### config.mk
export PLATFORM = sky130hd
export DESIGN_NAME = serial_frame_tx
export DESIGN_NICKNAME = d
export VERILOG_FILES = /design/src/rtl/sertx_pkg.sv /design/src/rtl/sertx_parity_gen.sv /design/src/rtl/sertx_bit_timer.sv /design/src/rtl/serial_frame_tx.sv
export SDC_FILE = /design/constraint.sdc
export NUM_CORES = 1
export LEC_CHECK = 0
export ABC_CLOCK_PERIOD_IN_PS = 3250
export BUFFER_PORTS_ARGS = -buffer_cell sky130_fd_sc_hd__clkbuf_2
export CELL_PAD_IN_SITES_DETAIL_PLACEMENT = 1
export CELL_PAD_IN_SITES_GLOBAL_PLACEMENT = 2
export CORE_MARGIN = 10
export CORE_UTILIZATION = 38
export CTS_BUF_LIST = sky130_fd_sc_hd__clkbuf_4
export DETAILED_ROUTE_END_ITERATION = 16
export PLACE_DENSITY_LB_ADDON = 0.1
export SETUP_SLACK_MARGIN = 0.15
export SLEW_MARGIN = 20
export SYNTH_ARGS = -nofsm -noshare
export SYNTH_HDL_FRONTEND = slang
export SYNTH_HIERARCHICAL = 1
export SYNTH_SLANG_ARGS = --single-unit
### constraint.sdc
create_clock -name clk_i -period 3.25 [get_ports clk_i]
set_input_delay 0.4875 -clock clk_i [delete_from_list [all_inputs] [get_ports clk_i]]
set_output_delay 0.4875 -clock clk_i [all_outputs]
set_load 0.05 [all_outputs]
### src/rtl/sertx_pkg.sv
package sertx_pkg;
    localparam logic [2:0] PM_NONE  = 3'd0;
    localparam logic [2:0] PM_EVEN  = 3'd1;
    localparam logic [2:0] PM_ODD   = 3'd2;
    localparam logic [2:0] PM_MARK  = 3'd3;
    localparam logic [2:0] PM_SPACE = 3'd4;

    typedef enum logic [2:0] {
        ST_IDLE,
        ST_START,
        ST_DATA,
        ST_PAR,
        ST_STOP
    } tx_state_e;
endpackage

### src/rtl/sertx_parity_gen.sv
module sertx_parity_gen #(
    parameter int DATA_W = 8
) (
    input  logic [DATA_W-1:0] data_i,
    input  logic [2:0]        mode_i,
    output logic              par_en_o,
    output logic              par_bit_o
);
    import sertx_pkg::*;

    logic even_w;
    assign even_w = ^data_i;

    always_comb begin
        par_en_o  = 1'b1;
        par_bit_o = 1'b0;
        case (mode_i)
            PM_EVEN:  par_bit_o = even_w;
            PM_ODD:   par_bit_o = ~even_w;
            PM_MARK:  par_bit_o = 1'b1;
            PM_SPACE: par_bit_o = 1'b0;
            default:  par_en_o  = 1'b0;
        endcase
    end
endmodule

### src/rtl/sertx_bit_timer.sv
module sertx_bit_timer #(
    parameter int DIV_W = 16
) (
    input  logic             clk_i,
    input  logic             rst_ni,
    input  logic             load_i,
    input  logic             run_i,
    input  logic [DIV_W-1:0] div_i,
    output logic             tick_o,
    output logic [DIV_W-1:0] cnt_o
);
    typedef struct packed {
        logic [DIV_W-1:0] cnt;
        logic [DIV_W-1:0] rel;
    } tmr_t;

    tmr_t s_d, s_q;
    logic [DIV_W-1:0] rel_new_w;

    assign rel_new_w = (div_i == '0) ? '0 : div_i - 1'b1;
    assign tick_o    = run_i && (s_q.cnt == '0);
    assign cnt_o     = s_q.cnt;

    always_comb begin
        s_d = s_q;
        if (load_i) begin
            s_d.cnt = rel_new_w;
            s_d.rel = rel_new_w;
        end else if (run_i) begin
            if (s_q.cnt == '0) s_d.cnt = s_q.rel;
            else               s_d.cnt = s_q.cnt - 1'b1;
        end
    end

    always_ff @(posedge clk_i or negedge rst_ni) begin
        if (!rst_ni) s_q <= '0;
        else         s_q <= s_d;
    end
endmodule

### src/rtl/serial_frame_tx.sv
module serial_frame_tx #(
    parameter int DATA_W = 8,
    parameter int DIV_W  = 16
) (
    input  logic              clk_i,
    input  logic              rst_ni,
    input  logic              in_valid_i,
    input  logic [DATA_W-1:0] in_data_i,
    input  logic [2:0]        par_mode_i,
    input  logic [DIV_W-1:0]  divisor_i,
    output logic              in_ready_o,
    output logic              line_o,
    output logic              busy_o
);
    import sertx_pkg::*;

    localparam int IDX_W = (DATA_W > 1) ? $clog2(DATA_W) : 1;
    localparam logic [IDX_W-1:0] LAST_IDX = IDX_W'(DATA_W - 1);

    typedef struct packed {
        tx_state_e         st;
        logic [DATA_W-1:0] sh;
        logic [IDX_W-1:0]  idx;
        logic              par_en;
        logic              par_bit;
        logic              line;
    } ctl_t;

    ctl_t c_d, c_q;
    logic accept_w, tick_w, run_w, par_en_w, par_bit_w;
    logic [DIV_W-1:0] cnt_w;

    assign accept_w = in_valid_i && (c_q.st == ST_IDLE);
    assign run_w    = (c_q.st != ST_IDLE);

    sertx_parity_gen #(.DATA_W(DATA_W)) u_par (
        .data_i    (in_data_i),
        .mode_i    (par_mode_i),
        .par_en_o  (par_en_w),
        .par_bit_o (par_bit_w)
    );

    sertx_bit_timer #(.DIV_W(DIV_W)) u_tmr (
        .clk_i  (clk_i),
        .rst_ni (rst_ni),
        .load_i (accept_w),
        .run_i  (run_w),
        .div_i  (divisor_i),
        .tick_o (tick_w),
        .cnt_o  (cnt_w)
    );

    always_comb begin
        c_d = c_q;
        case (c_q.st)
            ST_IDLE: begin
                c_d.line = 1'b1;
                if (accept_w) begin
                    c_d.st      = ST_START;
                    c_d.sh      = in_data_i;
                    c_d.par_en  = par_en_w;
                    c_d.par_bit = par_bit_w;
                    c_d.idx     = '0;
                    c_d.line    = 1'b0;
                end
            end
            ST_START: begin
                if (tick_w) begin
                    c_d.st   = ST_DATA;
                    c_d.line = c_q.sh[0];
                    c_d.sh   = c_q.sh >> 1;
                end
            end
            ST_DATA: begin
                if (tick_w) begin
                    if (c_q.idx == LAST_IDX) begin
                        if (c_q.par_en) begin
                            c_d.st   = ST_PAR;
                            c_d.line = c_q.par_bit;
                        end else begin
                            c_d.st   = ST_STOP;
                            c_d.line = 1'b1;
                        end
                    end else begin
                        c_d.idx  = c_q.idx + 1'b1;
                        c_d.line = c_q.sh[0];
                        c_d.sh   = c_q.sh >> 1;
                    end
                end
            end
            ST_PAR: begin
                if (tick_w) begin
                    c_d.st   = ST_STOP;
                    c_d.line = 1'b1;
                end
            end
            ST_STOP: begin
                if (tick_w) begin
                    c_d.st   = ST_IDLE;
                    c_d.line = 1'b1;
                end
            end
            default: begin
                c_d.st   = ST_IDLE;
                c_d.line = 1'b1;
            end
        endcase
    end

    always_ff @(posedge clk_i or negedge rst_ni) begin
        if (!rst_ni) begin
            c_q      <= '0;
            c_q.st   <= ST_IDLE;
            c_q.line <= 1'b1;
        end else begin
            c_q <= c_d;
        end
    end

    assign line_o     = c_q.line;
    assign busy_o     = (c_q.st != ST_IDLE);
    assign in_ready_o = (c_q.st == ST_IDLE);
endmodule

==> results.md <==
- Outcome: complete, no violations
- Iteration-0 DRC Markers: about 130
- Sw power: 257 uW
- Critical path endpoint category: register
- Mapped Avg Cell Area: approximately 9.2 sq um
- Slew Viols, Final: 0
- WP data required: 3570 ps
- RSZ-0062 raised after global routing: false
- Slowest Stage Delay on Critical Path: 660 ps
- Fmax: about 0.37 GHz
- DIE WIDTH: 112 um
- H-tree levels: 2
- Core ar.: ~8200 sq um
- Syn Inst Count: about 350
- Combinational Power Share: between 8 and 9%
- Clock Tree Root: clkbuf_4
- Vias per cell: ~5.6
- Crit-path max FO: 18
- Routed Antenna Nets: 0
- Layout Nets: 418
- Die area: between 10000 and 15000 sq um
- CP Class: reg2reg
- Area Growth Syn to Fin: 11.1%
- Maximum capacitance violations: 0
- FF-to-FF setup slack: 570 ps
- Slew @ Worst Pin: a little over 600 ps
- I/O Pins: 33
- Fill cells: between 1000 and 1500
- Initial Utilization: approximately two fifths
- Mapped Area: around 3200 sq um
- Flop pwr share: 56.7%
- Cell chain of the critical path: or3_4, clkinv_1, nor2_1, buf_4, nand4bb_1, a31oi_4, nor2_1, a21oi_2
- DRC Markers: 0
- Synth Warn #: 6
- GRT Total Usage: between 10% and 20%
- IO buf count: 32
- Syn Nets: ~390
- Reg clk slew, reported paths: 150 ps
- Crit-path most repeated cell: nor2_1
- Global-route wire length before repair: 14700 um
- TNS Setup: 0 ps
- Finish-stage setup viols: 0
- Cell family with most CP delay: simple AND/OR/NAND/NOR gates
- Clk_lat worst skew: 370 ps
- P_int: just over 800 uW
- Post-route minimum period: between 2000 and 3000 ps
- Final Hold Vio Count: 0
- Vias in the first global route: between 2000 and 3000
- Share of layout cells above drive strength 1: between 10% and 20%
- Part of the cycle the worst path needs: around 83%
- Sw Ratio: a little under a quarter
- Post-cts sizing count: 0
- Worst Skew: 6.51 ps
- Final WL: between 8000 and 9000 um
- Worst vdd ir: between 100 and 150 uV
- CP Launch Type: register
- DR vias: 2750
- CP max-delay cell: dfrtp_1
- Worst path arrival time: roughly 3000 ps
- Rows: 33
- CTS Buf Count: 5
- Initial antenna violation count: 1
- Slew margin rel.: between 50 and 60%
- RD Place Congestion: about 0.8
- Leak Pwr: about 1.5 nW
- Die Y: approximately 110 um
- Clock share of power: roughly a third
- Global route overflow: 0
- Dpl hpwl: roughly 6600 um
- Final hold slack: approximately 330 ps
- Clock sinks: slightly below 50
- TritonCTS clock tree: done
- Largest net degree at the start of global routing: 25
- First-pass DRT Iterations: 4
- Post-Route Utilization: 43.6%
- Hold Crit Class: in2reg
- WP buf/inv: 2
- Maximum clock insertion buffer count: 2
- DR WL/cell: around 18 um
- PwrDens: ~300 nW/um^2
[layer usage]
layer	part of all wire, %	routed length, um	vias up	global-route usage (%)
li1	-	-	1357	-
met1	47	4120	1336	17.4
met2	48	4200	47	22.8
met3	3.6	313	10	2.98
met4	1.3	110	0	4.40
met5	0	0	-	0
[registers in the layout, indices dropped and copies added, names as in the netlist]
| register | flops |
|---|---|
| c_q | 16 |
| line_o | 1 |
| u_tmr/cnt_o | 16 |
| u_tmr/s_q | 16 |
[worst register-to-register path: cells and delay by family, from the launching register on]
family / cells / cell delay, ps
AOI/OAI and AO/OA: 2 / 620
buffers and inverters: 2 / 520
DFF: 1 / 660
and+or+nand+nor: 4 / 830
[timing repair]
action                                 CTS  global route
hold buffers                             0             1
endpoints found under the hold margin    0            12
setup buffers                            0             0
[cell type report]
type	count	area, sq um	share of cell area, %
Inverter	19	71.3	1.99
Clock buffer	6	45.0	1.26
Sequential cell	49	1230	34.3
Timing Repair Buffer	41	230	6.43
Multi-Input combinational cell	267	1840	51.4
Antenna cell	1	2.50	0.0699
Clock inverter	2	33.8	0.943
Tap cell	105	131	3.67
[power by group through the flow]
stage	Combinational [mW]	Clock, mW	Sequential, mW
2_1_floorplan	0.0396	0	0.621
3_3_place_gp	0.0893	0	0.621
3_5_place_dp	0.0913	0	0.621
4_1_cts	0.0918	0.390	0.610
5_1_grt	0.102	0.411	0.610
6_report	0.0893	0.377	0.610
[final timing paths]
check / startpoint / to / cells after the start
max: c_q[15]$_DFFE_PN0P_ / c_q[9]$_DFFE_PN0P_ / 8
min: in_data_i[7] / c_q[13]$_DFFE_PN0P_ / 3
max reg2reg: c_q[15]$_DFFE_PN0P_ / c_q[9]$_DFFE_PN0P_ / 8
min reg2reg: c_q[3]$_DFFE_PN0P_ / c_q[3]$_DFFE_PN0P_ / 1
max in group asynchronous: rst_ni / u_tmr/cnt_o[11]$_DFFE_PN0P_ / 3
min in group asynchronous: rst_ni / c_q[12]$_DFFE_PN0P_ / 2
[metrics by stage]
| stage | setup WS, ps | area, sq um | cells | power, mW |
|---|---|---|---|---|
| after floorplan | 711 | 3220 | 351 | 0.661 |
| after global placement | 664 | 3490 | 480 | 0.711 |
| after detailed placement | 582 | 3490 | 480 | 0.712 |
| after CTS | 552 | 3570 | 488 | 1.09 |
| after global routing | 280 | 3580 | 490 | 1.12 |
| final | 566 | 3580 | 490 | 1.08 |
[cell usage in the layout, fill, tap and decap left out, drive strengths merged, types with 3 or more instances in the layout]
| cell | count |
|---|---|
| o311ai | 4 |
| or4 | 4 |
| nor4 | 5 |
| o2bb2ai | 5 |
| a211oi | 5 |
| nand4 | 5 |
| or3 | 4 |
| nand3b | 3 |
| buf | 8 |
| o22ai | 3 |
| nor2 | 34 |
| a22oi | 8 |
| a31oi | 5 |
| nand2b | 8 |
| o31ai | 5 |
| xor2 | 8 |
| o21a | 3 |
| o21ai | 23 |
| nor3 | 11 |
| xnor2 | 17 |
| mux2i | 5 |
| nand3 | 10 |
| a2bb2oi | 4 |
| a21oi | 11 |
| dfrtp | 48 |
| nor2b | 8 |
| o221ai | 3 |
| ha | 5 |
| clkbuf | 38 |
| inv | 18 |
| nand2 | 27 |
Note: power is estimated with default switching activity, not from simulation.
